<file path="config.mk">
export PLATFORM = sky130hd
export DESIGN_NAME = seq_hit_tally
export DESIGN_NICKNAME = d
export VERILOG_FILES = /design/src/rtl/seq_tally_pkg.sv /design/src/rtl/seq_rst_sync.sv /design/src/rtl/seq_moore_det.sv /design/src/rtl/seq_mealy_det.sv /design/src/rtl/seq_hit_counter.sv /design/src/rtl/seq_hit_tally.sv
export SDC_FILE = /design/constraint.sdc
export NUM_CORES = 1
export LEC_CHECK = 0
export BUFFER_PORTS_ARGS = -buffer_cell sky130_fd_sc_hd__buf_2
export CORE_UTILIZATION = 40
export CTS_CLUSTER_SIZE = 14
export DETAILED_ROUTE_END_ITERATION = 10
export PLACE_DENSITY = 0.65
export SLEW_MARGIN = 20
export SYNTH_ARGS = -nofsm -noshare
export SYNTH_HDL_FRONTEND = slang
export SYNTH_SLANG_ARGS = --single-unit
</file>
<file path="constraint.sdc">
create_clock -name clk -period 0.8 [get_ports clk]
set_input_delay 0.08 -clock clk [delete_from_list [all_inputs] [get_ports clk]]
set_output_delay 0.08 -clock clk [all_outputs]
set_load 0.01 [all_outputs]
</file>
<file path="src/rtl/seq_tally_pkg.sv">
package seq_tally_pkg;

  // Progress of the 0101 recogniser; P4 means a full match is held.
  typedef enum logic [2:0] {
    MO_P0 = 3'd0,
    MO_P1 = 3'd1,
    MO_P2 = 3'd2,
    MO_P3 = 3'd3,
    MO_P4 = 3'd4
  } moore_st_e;

  // Matched prefix length of 010101 (0..5); a hit fires from L5 on a 1.
  typedef enum logic [2:0] {
    ME_L0 = 3'd0,
    ME_L1 = 3'd1,
    ME_L2 = 3'd2,
    ME_L3 = 3'd3,
    ME_L4 = 3'd4,
    ME_L5 = 3'd5
  } mealy_st_e;

endpackage

</file>
<file path="src/rtl/seq_rst_sync.sv">
module seq_rst_sync #(
  parameter int STAGES = 2
) (
  input  logic clk,
  input  logic rst_n,
  output logic rst_int_n
);
  logic [STAGES-1:0] chain_q;
  logic [STAGES-1:0] chain_d;

  always_comb begin
    chain_d = {chain_q[STAGES-2:0], 1'b1};
  end

  always_ff @(posedge clk or negedge rst_n) begin
    if (!rst_n) chain_q <= '0;
    else        chain_q <= chain_d;
  end

  assign rst_int_n = chain_q[STAGES-1];
endmodule

</file>
<file path="src/rtl/seq_moore_det.sv">
module seq_moore_det
  import seq_tally_pkg::*;
(
  input  logic clk,
  input  logic rst_int_n,
  input  logic din,
  output logic hit
);
  moore_st_e st_q, st_d;

  always_comb begin
    st_d = st_q;
    unique case (st_q)
      MO_P0:   st_d = din ? MO_P0 : MO_P1;
      MO_P1:   st_d = din ? MO_P2 : MO_P1;
      MO_P2:   st_d = din ? MO_P0 : MO_P3;
      MO_P3:   st_d = din ? MO_P4 : MO_P1;
      MO_P4:   st_d = din ? MO_P0 : MO_P3;  // keep "010" on overlap
      default: st_d = MO_P0;
    endcase
  end

  always_ff @(posedge clk or negedge rst_int_n) begin
    if (!rst_int_n) st_q <= MO_P0;
    else            st_q <= st_d;
  end

  assign hit = (st_q == MO_P4);
endmodule

</file>
<file path="src/rtl/seq_mealy_det.sv">
module seq_mealy_det
  import seq_tally_pkg::*;
(
  input  logic clk,
  input  logic rst_int_n,
  input  logic din,
  output logic hit
);
  mealy_st_e st_q, st_d;

  always_comb begin
    st_d = st_q;
    unique case (st_q)
      ME_L0:   st_d = din ? ME_L0 : ME_L1;
      ME_L1:   st_d = din ? ME_L2 : ME_L1;
      ME_L2:   st_d = din ? ME_L0 : ME_L3;
      ME_L3:   st_d = din ? ME_L4 : ME_L1;
      ME_L4:   st_d = din ? ME_L0 : ME_L5;
      ME_L5:   st_d = din ? ME_L4 : ME_L1;  // hit; keep "0101" on overlap
      default: st_d = ME_L0;
    endcase
  end

  always_ff @(posedge clk or negedge rst_int_n) begin
    if (!rst_int_n) st_q <= ME_L0;
    else            st_q <= st_d;
  end

  assign hit = (st_q == ME_L5) && din;
endmodule

</file>
<file path="src/rtl/seq_hit_counter.sv">
module seq_hit_counter #(
  parameter int WIDTH = 8
) (
  input  logic             clk,
  input  logic             rst_int_n,
  input  logic             en,
  output logic [WIDTH-1:0] count
);
  logic [WIDTH-1:0] cnt_q, cnt_d;

  always_comb begin
    cnt_d = cnt_q + {{(WIDTH-1){1'b0}}, 1'b1};
  end

  always_ff @(posedge clk or negedge rst_int_n) begin
    if (!rst_int_n) cnt_q <= '0;
    else if (en)    cnt_q <= cnt_d;
  end

  assign count = cnt_q;
endmodule

</file>
<file path="src/rtl/seq_hit_tally.sv">
module seq_hit_tally #(
  parameter int CNT_W       = 8,
  parameter int SYNC_STAGES = 2,
  localparam int TALLY_W    = 2 * CNT_W
) (
  input  logic               clk,
  input  logic               rst_n,
  input  logic               bit_in,
  output logic               moore_hit,
  output logic               mealy_hit,
  output logic [TALLY_W-1:0] tally
);
  logic             rst_int_n;
  logic [CNT_W-1:0] moore_cnt;
  logic [CNT_W-1:0] mealy_cnt;

  seq_rst_sync #(.STAGES(SYNC_STAGES)) u_rst (
    .clk       (clk),
    .rst_n     (rst_n),
    .rst_int_n (rst_int_n)
  );

  seq_moore_det u_moore (
    .clk       (clk),
    .rst_int_n (rst_int_n),
    .din       (bit_in),
    .hit       (moore_hit)
  );

  seq_mealy_det u_mealy (
    .clk       (clk),
    .rst_int_n (rst_int_n),
    .din       (bit_in),
    .hit       (mealy_hit)
  );

  seq_hit_counter #(.WIDTH(CNT_W)) u_moore_cnt (
    .clk       (clk),
    .rst_int_n (rst_int_n),
    .en        (moore_hit),
    .count     (moore_cnt)
  );

  seq_hit_counter #(.WIDTH(CNT_W)) u_mealy_cnt (
    .clk       (clk),
    .rst_int_n (rst_int_n),
    .en        (mealy_hit),
    .count     (mealy_cnt)
  );

  assign tally = {moore_cnt, mealy_cnt};
endmodule

</file>
==> results.cfg <==
[detailed_routing]
drcViolationCount = 0
post_drt_wl_per_cell_um = 15.8
drtAntennaViolNets = 0
drt_iter0_drc = 5
wl_met1_um = 1320
drt_first_pass_iters = 4
top_layer = met4
drt-vias-per-instance = 4.83
route.met3.wl_um = 76
routed-wl-met2_um = 1530
num_vias = 932
drt-total-wl_um = 3050

[global_route]
track_usage = 0.218
antenna_found_initial = 0
grt_max_degree = 19
grt_overflow = 0
grt_pass1_vias = 919
grt_pass1_wl_um = 4330

[power]
p_seq_frac = 0.426
total_power_w = 0.00368
internal-power_w = 0.00252
power_leakage_nw = 1.05
p_per_area_nw_per_um2 = 1880
clock_power_share = 0.188
switchingPower_w = 0.00117
p_comb_frac = 0.386
p_sw_frac = 0.317
ir_drop_mv = 1.40

[clock_network]
clk_pin_slew_ns = 0.15
cts_buffer_depth = 2
cts_htree_levels = 1
cts_root_buf = clkbuf_4
cts_made_buffers = 3
clk_latency_ns = 0.32
cts_tree = done
numClockSinks = 24

[setup_path]
path_common_cell = buf_6
reg2regPathDepth = 6
critical_path_arrival_ns = 1.32
critPathKind = reg2out
slowest_delay_ns = 0.44
worstSetupStartpointType = flop
critPathCaptureType = output port
required_ns = 0.72
reg2reg_slack_ns = -0.52
worstReg2RegEnd = u_moore_cnt.count[0]
slowest_stage = dfrtp_1
r2r-start = u_moore.st_q[1]
cp_max_fo = 2
path_cells = nor3b_4, buf_6, buf_6, buf_6

[place]
dp_slack_ns = -0.351
gp_congestion = 0.763
port_buffers = 20
place_hpwl_um = 1410
dp_cells = 157

[floorplanning]
fp.dieW_um = 52.8
start_util = 0.420
fp-row-count = 18
io-pin-count = 21
die_area_um2 = 2780
coreArea_um2 = 2450
die_h_um = 52.8

[flow_run]
drv_cap = 0

[hold_path]
hold_class = in2async

[timing]
slew_violations = 0
setup_viol_count_final = 40
hold_violations = 0
whs_ns = 0.0346
rsz0062_at_grt = true
clock_skew_ns = 0.00354
final.setup.worst_slack_ns = -0.595
min_period_ns = 1.40
fin_crit_sh = 1.74
fmax_mhz = 717

[yosys]
synth-seq-cells = 24
syn_area_um2 = 1030
ys_async_sr_fraction = 1.00
synth.avg_cell_area_um2 = 12.6
ys_types = 23
synth_edf_count = 0
synth.net_count = 87
syn_inst = 82
synth_flop_cell = dfrtp_1
yosysWarnings = 0
yosysSeqAreaShare = 0.583

[finish]
seqCellArea_um2 = 604
drive_gt1_frac = 0.638
area_delta_synth_final_pct = 90.5
antenna_cells = 0
nFillCells = 134
multi_input_area_um2 = 533
fin_cells = 193
nets = 169

[outcome]
outcome = finished, violations left
violations = setup timing
[worst max-delay path by stage]
stage,endpoint,start,slack (ns)
3_5_place_dp,u_moore_cnt.count[1],u_moore.st_q[1],-0.35
2_1_floorplan,u_moore_cnt.count[1],u_moore.st_q[1],-0.49
6_report,moore_hit,u_moore.st_q[1],-0.60
4_1_cts,moore_hit,u_moore.st_q[0],-0.55
3_3_place_gp,u_moore_cnt.count[1],u_moore.st_q[1],-0.33
5_1_grt,moore_hit,u_moore.st_q[1],-0.66
[metal layers]
layer,up-vias,GRT usage
li1,445,-
met1,451,0.303
met2,24,0.327
met3,12,0.0261
met4,0,0.114
met5,-,0
[worst max-delay path, delay by kind of cell, from the launching register on]
family	cells	cell delay, ns
and+or+nand+nor	1	0.23
buffers and inverters	3	0.31
DFF	1	0.44
[power groups by stage]
| stage | Clock [W] | Combinational (W) | Sequential [W] |
|---|---|---|---|
| 3_5_place_dp | 0 | 0.000745 | 0.00150 |
| 3_3_place_gp | 0 | 0.000720 | 0.00150 |
| 6_report | 0.000692 | 0.00142 | 0.00157 |
| 2_1_floorplan | 0 | 0.000238 | 0.00160 |
| 5_1_grt | 0.000743 | 0.00149 | 0.00159 |
| 4_1_cts | 0.000671 | 0.00119 | 0.00154 |
[through the flow]
stage	setup TNS, ns	utilization	instance area (um2)
floorplan	-5.75	-	1060
detailed placement	-5.59	0.569	1400
global route	-14.14	0.800	1960
finish	-12.12	0.800	1960
CTS	-10.83	0.754	1850
global placement	-5.14	0.569	1400
[layout make-up]
type / instances / area share
repair buffers: 78 / 0.378
clock buffers: 4 / 0.0185
flip-flops and latches: 24 / 0.308
inverters: 2 / 0.00510
multi-input cells: 55 / 0.271
well taps: 30 / 0.0191
[state kept, by name, indices dropped and copies added, names as in the netlist]
signal / count
u_mealy_cnt.count: 8
u_moore_cnt.count: 8
u_moore.st_q: 3
u_rst.chain_q: 2
u_mealy.st_q: 3
[kinds of logic (layout without fill, tap and decap cells)]
group	count (synthesis)	count (layout)	share of synthesized area
AOI/OAI and AO/OA	5	5	0.0340
xor gates and xnor gates	16	16	0.136
adders and majority gates	2	2	0.0243
buffers and inverters	3	84	0.0146
DFF	24	24	0.583
muxes	1	1	0.0109
other	1	1	0.00364
and+or+nand+nor	30	30	0.194
[cell usage after synthesis (2+ instances only)]
| master | number | area (um2) |
|---|---|---|
| nand3_1 | 2 | 10.0 |
| dfrtp_1 | 24 | 601 |
| a21oi_1 | 2 | 10.0 |
| nand3b_1 | 2 | 15.0 |
| nor3_1 | 2 | 10.0 |
| xnor2_1 | 10 | 87.6 |
| ha_1 | 2 | 25.0 |
| inv_1 | 2 | 7.51 |
| nand2_1 | 9 | 33.8 |
| xor2_1 | 6 | 52.6 |
| and3_1 | 2 | 12.5 |
| nor2_1 | 4 | 15.0 |
| nand4_1 | 5 | 31.3 |
[what timing repair did]
action	in CTS	in global routing
setup buffers	26	13
setup endpoints to repair	39	39
gates resized for setup	48	15
hold buffers	1	0
endpoints found under the hold margin	2	0
pin swaps	13	10
[placed cells by master (no fill, tap or decap), types with 2 or more instances in the layout]
cell type  instances
buf_6             40
nand4_1            5
xnor2_2            2
and3_1             2
nor3_4             2
nand3b_1           2
xnor2_1            8
nand2_1            7
buf_2              6
dfrtp_1           21
xor2_1             6
clkbuf_4           3
buf_4             29
nor2_1             2
dfrtp_2            3
Note: power is estimated with default switching activity, not from simulation.
